**src/rtl/irqc_pkg.sv**
```systemverilog
package irqc_pkg;
  // word offsets; software depends on these positions
  localparam int W_IRQ_STAT  = 0;
  localparam int W_IRQ_RAW   = 1;
  localparam int W_IRQ_SET   = 2;
  localparam int W_IRQ_CLR   = 3;
  localparam int W_SOFT_SET  = 4;
  localparam int W_SOFT_CLR  = 5;
  localparam int W_FIQ_STAT  = 8;
  localparam int W_FIQ_RAW   = 9;
  localparam int W_FIQ_SET   = 10;
  localparam int W_FIQ_CLR   = 11;

  typedef struct packed {
    logic irq_set;
    logic irq_clr;
    logic fiq_set;
    logic fiq_clr;
    logic soft_set;
    logic soft_clr;
  } wr_strobe_t;
endpackage

```
**src/rtl/irqc_src_stage.sv**
```systemverilog
module irqc_src_stage #(
  parameter int NSRC = 32
) (
  input  logic            clk,
  input  logic            rst_n,
  input  logic [NSRC-1:0] src_i,
  input  logic            soft_set,
  input  logic            soft_clr,
  output logic [NSRC-1:0] raw_o
);
  logic [NSRC-1:0] src_q;
  logic            soft_q;

  always_ff @(posedge clk) begin
    if (!rst_n) begin
      src_q  <= '0;
      soft_q <= 1'b0;
    end else begin
      src_q <= src_i;
      if (soft_set)      soft_q <= 1'b1;
      else if (soft_clr) soft_q <= 1'b0;
    end
  end

  always_comb begin
    raw_o    = src_q;
    raw_o[0] = src_q[0] | soft_q;
  end

  a_r8_soft_set: assert property (@(posedge clk) disable iff (!rst_n)
    soft_set |=> raw_o[0]);
  a_r9_pin_holds: assert property (@(posedge clk) disable iff (!rst_n)
    (src_i[0] && soft_clr) |=> raw_o[0]);
  a_r12_follow: assert property (@(posedge clk) disable iff (!rst_n)
    !soft_q |=> (raw_o[NSRC-1:1] == $past(src_i[NSRC-1:1])));
endmodule

```
**src/rtl/irqc_mask_bank.sv**
```systemverilog
module irqc_mask_bank #(
  parameter int NSRC = 32
) (
  input  logic            clk,
  input  logic            rst_n,
  input  logic            set_en,
  input  logic            clr_en,
  input  logic [NSRC-1:0] bits,
  output logic [NSRC-1:0] mask_o
);
  function automatic logic [NSRC-1:0] next_mask(
    input logic [NSRC-1:0] cur, input logic s, input logic c,
    input logic [NSRC-1:0] b);
    logic [NSRC-1:0] r;
    r = cur;
    if (s) r = r | b;
    if (c) r = r & ~b;
    return r;
  endfunction

  always_ff @(posedge clk) begin
    if (!rst_n) mask_o <= '0;
    else        mask_o <= next_mask(mask_o, set_en, clr_en, bits);
  end

  a_r3_set_sticks: assert property (@(posedge clk) disable iff (!rst_n)
    (set_en && !clr_en) |=> ((mask_o & $past(bits)) == $past(bits)));
  a_r4_clr_drops: assert property (@(posedge clk) disable iff (!rst_n)
    (clr_en && !set_en) |=> ((mask_o & $past(bits)) == '0));
  a_r11_idle_hold: assert property (@(posedge clk) disable iff (!rst_n)
    (!set_en && !clr_en) |=> $stable(mask_o));
endmodule

```
**src/rtl/irqc_regport.sv**
```systemverilog
module irqc_regport
  import irqc_pkg::*;
#(
  parameter int NSRC   = 32,
  parameter int DATA_W = 32,
  parameter int ADDR_W = 6
) (
  input  logic              bus_we,
  input  logic [ADDR_W-1:0] bus_addr,
  input  logic [DATA_W-1:0] bus_wdata,
  input  logic [NSRC-1:0]   raw,
  input  logic [NSRC-1:0]   irq_mask,
  input  logic [NSRC-1:0]   fiq_mask,
  output wr_strobe_t        stb,
  output logic [DATA_W-1:0] rdata
);
  function automatic logic [DATA_W-1:0] widen(input logic [NSRC-1:0] v);
    logic [DATA_W-1:0] r;
    r = '0;
    r[NSRC-1:0] = v;
    return r;
  endfunction

  always_comb begin
    stb = '0;
    if (bus_we) begin
      unique case (bus_addr)
        ADDR_W'(W_IRQ_SET):  stb.irq_set  = 1'b1;
        ADDR_W'(W_IRQ_CLR):  stb.irq_clr  = 1'b1;
        ADDR_W'(W_FIQ_SET):  stb.fiq_set  = 1'b1;
        ADDR_W'(W_FIQ_CLR):  stb.fiq_clr  = 1'b1;
        ADDR_W'(W_SOFT_SET): stb.soft_set = bus_wdata[0];
        ADDR_W'(W_SOFT_CLR): stb.soft_clr = bus_wdata[0];
        default: ;
      endcase
    end
  end

  always_comb begin
    unique case (bus_addr)
      ADDR_W'(W_IRQ_STAT): rdata = widen(raw & irq_mask);
      ADDR_W'(W_IRQ_RAW),
      ADDR_W'(W_FIQ_RAW):  rdata = widen(raw);
      ADDR_W'(W_IRQ_SET):  rdata = widen(irq_mask);
      ADDR_W'(W_SOFT_SET): rdata = DATA_W'(raw[0]);
      ADDR_W'(W_FIQ_STAT): rdata = widen(raw & fiq_mask);
      ADDR_W'(W_FIQ_SET):  rdata = widen(fiq_mask);
      default:             rdata = '0;
    endcase
  end

  always_comb begin
    a_r10_clear_words_read_zero: assert (!(bus_addr == ADDR_W'(W_IRQ_CLR) ||
      bus_addr == ADDR_W'(W_FIQ_CLR) || bus_addr == ADDR_W'(W_SOFT_CLR)) || rdata == '0);
    a_r8_latch_strobes_exclusive: assert ($countones({stb.soft_set, stb.soft_clr}) <= 1);
  end
endmodule

```
**src/rtl/irqc_top.sv**
```systemverilog
module irqc_top
  import irqc_pkg::*;
#(
  parameter int NSRC   = 32,
  parameter int DATA_W = 32,
  parameter int ADDR_W = 6
) (
  input  logic              clk,
  input  logic              rst_n,
  input  logic [NSRC-1:0]   src_i,
  input  logic              bus_we,
  input  logic [ADDR_W-1:0] bus_addr,
  input  logic [DATA_W-1:0] bus_wdata,
  output logic [DATA_W-1:0] bus_rdata,
  output logic              irq_o,
  output logic              fiq_o
);
  wr_strobe_t      stb;
  logic [NSRC-1:0] raw, irq_mask, fiq_mask;
  logic [NSRC-1:0] wbits;

  assign wbits = bus_wdata[NSRC-1:0];

  irqc_src_stage #(.NSRC(NSRC)) u_src (
    .clk(clk), .rst_n(rst_n), .src_i(src_i),
    .soft_set(stb.soft_set), .soft_clr(stb.soft_clr), .raw_o(raw));

  irqc_mask_bank #(.NSRC(NSRC)) u_irq_mask (
    .clk(clk), .rst_n(rst_n), .set_en(stb.irq_set), .clr_en(stb.irq_clr),
    .bits(wbits), .mask_o(irq_mask));

  irqc_mask_bank #(.NSRC(NSRC)) u_fiq_mask (
    .clk(clk), .rst_n(rst_n), .set_en(stb.fiq_set), .clr_en(stb.fiq_clr),
    .bits(wbits), .mask_o(fiq_mask));

  irqc_regport #(.NSRC(NSRC), .DATA_W(DATA_W), .ADDR_W(ADDR_W)) u_port (
    .bus_we(bus_we), .bus_addr(bus_addr), .bus_wdata(bus_wdata),
    .raw(raw), .irq_mask(irq_mask), .fiq_mask(fiq_mask),
    .stb(stb), .rdata(bus_rdata));

  assign irq_o = |(raw & irq_mask);
  assign fiq_o = |(raw & fiq_mask);

  a_r7_irq_needs_mask: assert property (@(posedge clk) disable iff (!rst_n)
    irq_o |-> (irq_mask != '0));
  a_r7_fiq_needs_mask: assert property (@(posedge clk) disable iff (!rst_n)
    fiq_o |-> (fiq_mask != '0));
  a_r11_status_write_ignored: assert property (@(posedge clk) disable iff (!rst_n)
    (bus_we && (bus_addr == ADDR_W'(W_IRQ_STAT) || bus_addr == ADDR_W'(W_IRQ_RAW) ||
     bus_addr == ADDR_W'(W_FIQ_STAT) || bus_addr == ADDR_W'(W_FIQ_RAW)))
    |=> ($stable(irq_mask) && $stable(fiq_mask)));
endmodule

```
**config.mk**
```make
export PLATFORM = sky130hd
export DESIGN_NAME = irqc_top
export DESIGN_NICKNAME = d
export VERILOG_FILES = /design/src/rtl/irqc_pkg.sv /design/src/rtl/irqc_src_stage.sv /design/src/rtl/irqc_mask_bank.sv /design/src/rtl/irqc_regport.sv /design/src/rtl/irqc_top.sv
export SDC_FILE = /design/constraint.sdc
export NUM_CORES = 1
export LEC_CHECK = 0
export BUFFER_PORTS_ARGS = -buffer_cell sky130_fd_sc_hd__buf_2
export CAP_MARGIN = 20
export CORE_MARGIN = 2
export CORE_UTILIZATION = 55
export CTS_CLUSTER_DIAMETER = 60
export CTS_CLUSTER_SIZE = 40
export DETAILED_ROUTE_END_ITERATION = 12
export GPL_TIMING_DRIVEN = 0
export HOLD_SLACK_MARGIN = 0.08
export PLACE_DENSITY = 0.77
export SETUP_SLACK_MARGIN = 0.2
export SYNTH_ARGS = -nofsm -noshare
export SYNTH_HDL_FRONTEND = slang
export SYNTH_HIERARCHICAL = 1
export SYNTH_SLANG_ARGS = --single-unit
```
**constraint.sdc**
```tcl
create_clock -name clk -period 2.5 [get_ports clk]
set_input_delay 0.375 -clock clk [delete_from_list [all_inputs] [get_ports clk]]
set_output_delay 0.375 -clock clk [all_outputs]
set_load 0.01 [all_outputs]
```
# ---- Yosys cells after proc, flatten, opt, wreduce, memory -nomap -nowiden
# Cells that the tools add are included.
dict set report totals {
  ff_bits 97
  inputBits 73
}
dict set report classes {
  n_bitwise 8
  n_reduce_logical 5
  n_eq_ne 9
  mux 16
}
# cell n
set ops {}
lappend ops {{32-bit 2-to-1 mux} 6}
lappend ops {{32-bit case mux with 6 select lines} 1}
lappend ops {{32-bit bitwise AND} 4}
lappend ops {{32-bit bitwise OR} 2}
lappend ops {{32-bit OR reduction} 2}
lappend ops {{32-bit NOT} 1}
lappend ops {{6-bit by 4-bit == test with 1-bit output (second input constant)} 4}
lappend ops {{6-bit by 2-bit == test with 1-bit output (second input constant)} 2}
lappend ops {{6-bit by 3-bit == test with 1-bit output (second input constant)} 2}
lappend ops {{1-bit 2-to-1 mux} 8}
lappend ops {{6-bit by 1-bit == test with 1-bit output (second input constant)} 1}
lappend ops {{6-bit logical NOT} 1}
lappend ops {{6-bit 2-to-1 mux} 1}
lappend ops {{2-bit nonzero test} 1}
lappend ops {{2-bit OR reduction} 1}
lappend ops {{1-bit bitwise OR} 1}

# ---- Logic depth before layout (Yosys ltp)
dict set report logic_depth {
  ltp_word 7
  ltp_mapped 8
}

# ---- By module
# Netlist, hierarchy kept.
# mod area_each_um2 cells_per_inst n_inst
set modules_own_cells {}
lappend modules_own_cells {irqc_mask_bank 1271.2 106 2}
lappend modules_own_cells {irqc_src_stage 1128.6 102 1}
lappend modules_own_cells {irqc_regport 1122.3 169 1}
lappend modules_own_cells {irqc_top 315.3 42 1}

# ---- Least setup slack after synthesis
# OpenSTA, ideal clock, no wires.
dict set report synth_timing {
  path_type {in2reg}
  startpoint {input bus_addr[0]}
  endpoint {register u_irq_mask.mask_o[0]}
  cell_stages 7
  path_slack_ps 316
  arrival_ps 2105
  setup_time_ps 79
  t_required_ps 2421
  path_buffers 3
  cell_sequence {or4_1 buf_6 buf_2 nor3_1 buf_6 a21oi_1 a211oi_2}
}
# element line_no
set synth_lines {}
lappend synth_lines {{start, declared} irqc_top.sv:12} ;# input logic [ADDR_W-1:0] bus_addr,
lappend synth_lines {{end signal, assigned} irqc_mask_bank.sv:23} ;# else mask_o <= next_mask(mask_o, set_en, clr_en, bits);
lappend synth_lines {{end, declared} irqc_mask_bank.sv:9} ;# output logic [NSRC-1:0] mask_o

# ---- Worst setup path in the final report
dict set report layout_timing {
  startpoint {register u_src.soft_q}
  endpoint {output irq_o}
}
dict set report layout_via {
  elab_chain_cells 3
}
# element line_no
set layout_lines {}
lappend layout_lines {{start, declared} irqc_src_stage.sv:12} ;# logic soft_q;
lappend layout_lines {{start signal, assigned} irqc_src_stage.sv:17} ;# soft_q <= 1'b0;
lappend layout_lines {{start signal, assigned} irqc_src_stage.sv:20} ;# if (soft_set) soft_q <= 1'b1;
lappend layout_lines {{start signal, assigned} irqc_src_stage.sv:21} ;# else if (soft_clr) soft_q <= 1'b0;
lappend layout_lines {{1-bit bitwise OR} irqc_src_stage.sv:27} ;# raw_o[0] = src_q[0] | soft_q;
lappend layout_lines {{net raw[0]} irqc_top.sv:19} ;# logic [NSRC-1:0] raw, irq_mask, fiq_mask;
lappend layout_lines {{32-bit bitwise AND} irqc_top.sv:41} ;# assign irq_o = |(raw & irq_mask);
lappend layout_lines {{32-bit OR reduction} irqc_top.sv:41}
lappend layout_lines {{end, declared} irqc_top.sv:15} ;# output logic irq_o,
# The timed path passes the listed nets, and every way through them passes these cells.

==> results by group <==
Worst setup path
  • CP arrival: 1930 ps
  • Crit path kind: flip-flop to output pin
  • Worst setup SP type: flip-flop
  • Crit end category: output pin
  • Reg2reg path depth: 2
  • CP Max Fanout: 4
  • Worst Path Required: 2120 ps
  • Reg2reg setup slack: 1710 ps

Power and ir drop
  • Sw Share: 26.61%
  • Power Density: 489.5 nW/um2
  • Power Internal: 2.172 mW
  • Max VDD drop: 450.6 uV
  • Leakage: 2.221 nW
  • P_sw: 0.7876 mW
  • Combinational Power Share: 11.0%
  • Sequential share of power: 53.7%
  • Clock share of power: 35.3%

Cells and area
  • # fillers: 780
  • Layout Nets: 713
  • Area growth from synthesis to layout: 18.37%
  • Most common library cell in the layout ignoring fill and taps: buf_2
  • Final Instance Area: 6047 um2
  • Final Util: 66.39%
  • Commonest non-fill, non-tap cells in the layout: buf_2 (113), dfxtp_1 (97), a21oi_1 (92)
  • Diodes inserted: 0
  • Layout cell share with drive strength beyond 1: 40.84%
  • Final Non-Filler Cells: 755

Route
  • Drc violations: 0
  • Routed wire length: 16,310 um
  • WL/cell: 21.61 um
  • Post-DRT Antenna Nets: 0
  • Initial drt markers: 633
  • Detailed Routing Iterations Pass 1: 6
  • Post-DR vias/cell: 6.632
  • Total number of vias: 5,007

Logic synthesis
  • Sequential area share after synthesis: 38.01%
  • Synth Cell Area: 5109 um2
  • Unique masters post-synth: 31
  • Synth Register Bits: 97
  • Syn_area_per_cell: 9.731 um2
  • Synth warn: 6
  • Synth Net Count: 598
  • Syn Inst Count: 525

Place
  • Placed cell area: 5768 um2
  • Hpwl dp: 12,090 um
  • Routability cong.: 0.9760
  • # port buffers: 104
  • DP Cell Count: 740

Clocking
  • Cts hold-fix bufs: 0
  • Clock tree buffer depth: 2
  • CTS root buffer: clkbuf_8
  • H-tree depth: 3
  • Clock tree sinks: 97
  • Clock latency on the worst-skew pair: 360 ps
  • TritonCTS clock tree: done
  • Num CTS Buffers: 9
  • Clk pin slew, worst setup/hold paths: 100 ps

Die
  • Chip Height: 100.4 um
  • Core region area: 9109 um2
  • DIE AREA: 10,080 um2
  • Die width: 100.4 um
  • Ports: 107
  • Row count: 35
  • Initial Util: 56.09%

Status
  • Outcome: finished clean

STA
  • Fin crit period: 2304 ps
  • Setup violators final: 0
  • Clock skew: 0 ps
  • Relative slew slack: 58.75%
  • Worst-Margin Slew: 615.4 ps
  • F_max: 0.4341 GHz
  • RSZ-0062 raised after global routing: true
  • Fin. Hold Viols: 0
  • Final worst path period share: 92.15%
  • Max-slew violation count: 0

Global routing
  • First-pass GRT wire length: 24,760 um
  • Antenna violations before repair: 0
  • All-Layer GR Usage: 32.07%
  • Vias in the first global route: 4,564
  • Largest net degree at the start of global routing: 18
  • Total gr overflow: 0

Job
  • Max Cap Violations: 0

Worst hold path
  • WHS Path Cells: 2
  • HP Class: input port to flip-flop
-- through the flow --
| stage | setup TNS [ps] | power (mW) | setup slack (ps) | hold slack (ps) |
|---|---|---|---|---|
| after floorplan | 0 | 1.787 | 315.9 | 470.1 |
| after global placement | -10080 | 1.924 | -207.4 | 523.9 |
| after detailed placement | -12430 | 1.935 | -285.8 | 552.5 |
| after CTS | 0 | 2.960 | 156.3 | 198.8 |
| after global routing | 0 | 3.059 | 147.3 | 194.4 |
| final | 0 | 2.960 | 196.3 | 205.7 |
-- flip-flops by register name, indices dropped and copies added, names as in the netlist --
name               cells
u_fiq_mask/mask_o     32
u_irq_mask/mask_o     32
u_src/src_q           32
u_src/soft_q           1
-- per-layer routing --
layer	GRT usage, %	up-vias	part of all wire [%]
li1	-	2257	-
met1	43.42	2388	41
met2	51.16	328	46
met3	6.685	34	10
met4	10.54	0	2.6
met5	0	-	0
-- kinds of logic (layout without fill, tap and decap cells) --
| family | after synthesis | in the layout | synth area share (%) |
|---|---|---|---|
| multiplexers | 2 | 2 | 0.3919 |
| AND/OR/NAND/NOR | 94 | 94 | 10.63 |
| buffers and inverters | 76 | 195 | 10.36 |
| flip-flops | 97 | 97 | 38.01 |
| AO/OA/AOI/OAI | 256 | 256 | 40.61 |
-- what timing repair did --
action                                  in CTS  in global routing
pin swaps                                    1                  6
buffers inserted                             0                  0
resized for setup                            8                 20
endpoints found under the setup margin      40                 63
gates cloned                                 0                  0
hold endpoints to repair                     0                  0
-- synthesized netlist by cell type (all sizes together) --
| master | count | share of area (%) |
|---|---|---|
| dfxtp | 97 | 38 |
| a21oi | 95 | 9.5 |
| a211oi | 64 | 15 |
| buf | 58 | 9.0 |
| and2 | 33 | 4.0 |
| a22oi | 32 | 4.9 |
| a221o | 31 | 6.1 |
| nand3 | 31 | 3.0 |
| o211ai | 31 | 4.6 |
| clkbuf | 15 | 1.2 |
| nand4 | 9 | 1.1 |
| nor3 | 6 | 0.59 |
| nand2 | 4 | 0.29 |
| nor2 | 4 | 0.61 |
| inv | 3 | 0.22 |
| or4 | 3 | 0.44 |
| mux2i | 2 | 0.39 |
| nor2b | 2 | 0.24 |
| o21ai | 2 | 0.20 |
| nor3b | 1 | 0.15 |
| o21a | 1 | 0.15 |
| or2 | 1 | 0.12 |
-- path summary, 6_finish.rpt --
path / end / from
hold / removal: u_src/src_q[24] / src_i[24]
setup reg to reg: u_irq_mask/mask_o[4] / u_irq_mask/mask_o[4]
hold reg to reg: u_irq_mask/mask_o[29] / u_irq_mask/mask_o[29]
setup / recovery: irq_o / u_src/soft_q
-- worst max-delay path, cell delays in order, from the launching register on --
cell and delay, ps:
dfxtp_1 320, or2_4 270, a22oi_2 270, nand4_1 120, or4_4 450, buf_6 140
-- cell type report --
type / count / area, um2 / share of cell area [%]
Sequential cell: 97 / 1942 / 32.11
Clock buffer: 9 / 123.9 / 2.048
Clock inverter: 6 / 76.32 / 1.262
Multi-Input combinational cell: 352 / 2691 / 44.51
Tap cell: 111 / 138.9 / 2.297
Inverter: 3 / 11.26 / 0.1862
Timing Repair Buffer: 104 / 533.0 / 8.814
Buffer: 73 / 530.5 / 8.773
-- power groups by stage --
stage          Clock [mW]  Sequential (mW)  Combinational, mW
5_1_grt              1.12             1.59              0.346
3_5_place_dp            0             1.63              0.309
2_1_floorplan           0             1.62              0.167
4_1_cts              1.06             1.59              0.313
6_report             1.04             1.59              0.325
3_3_place_gp            0             1.63              0.298
(Power assumes the default switching activity.)
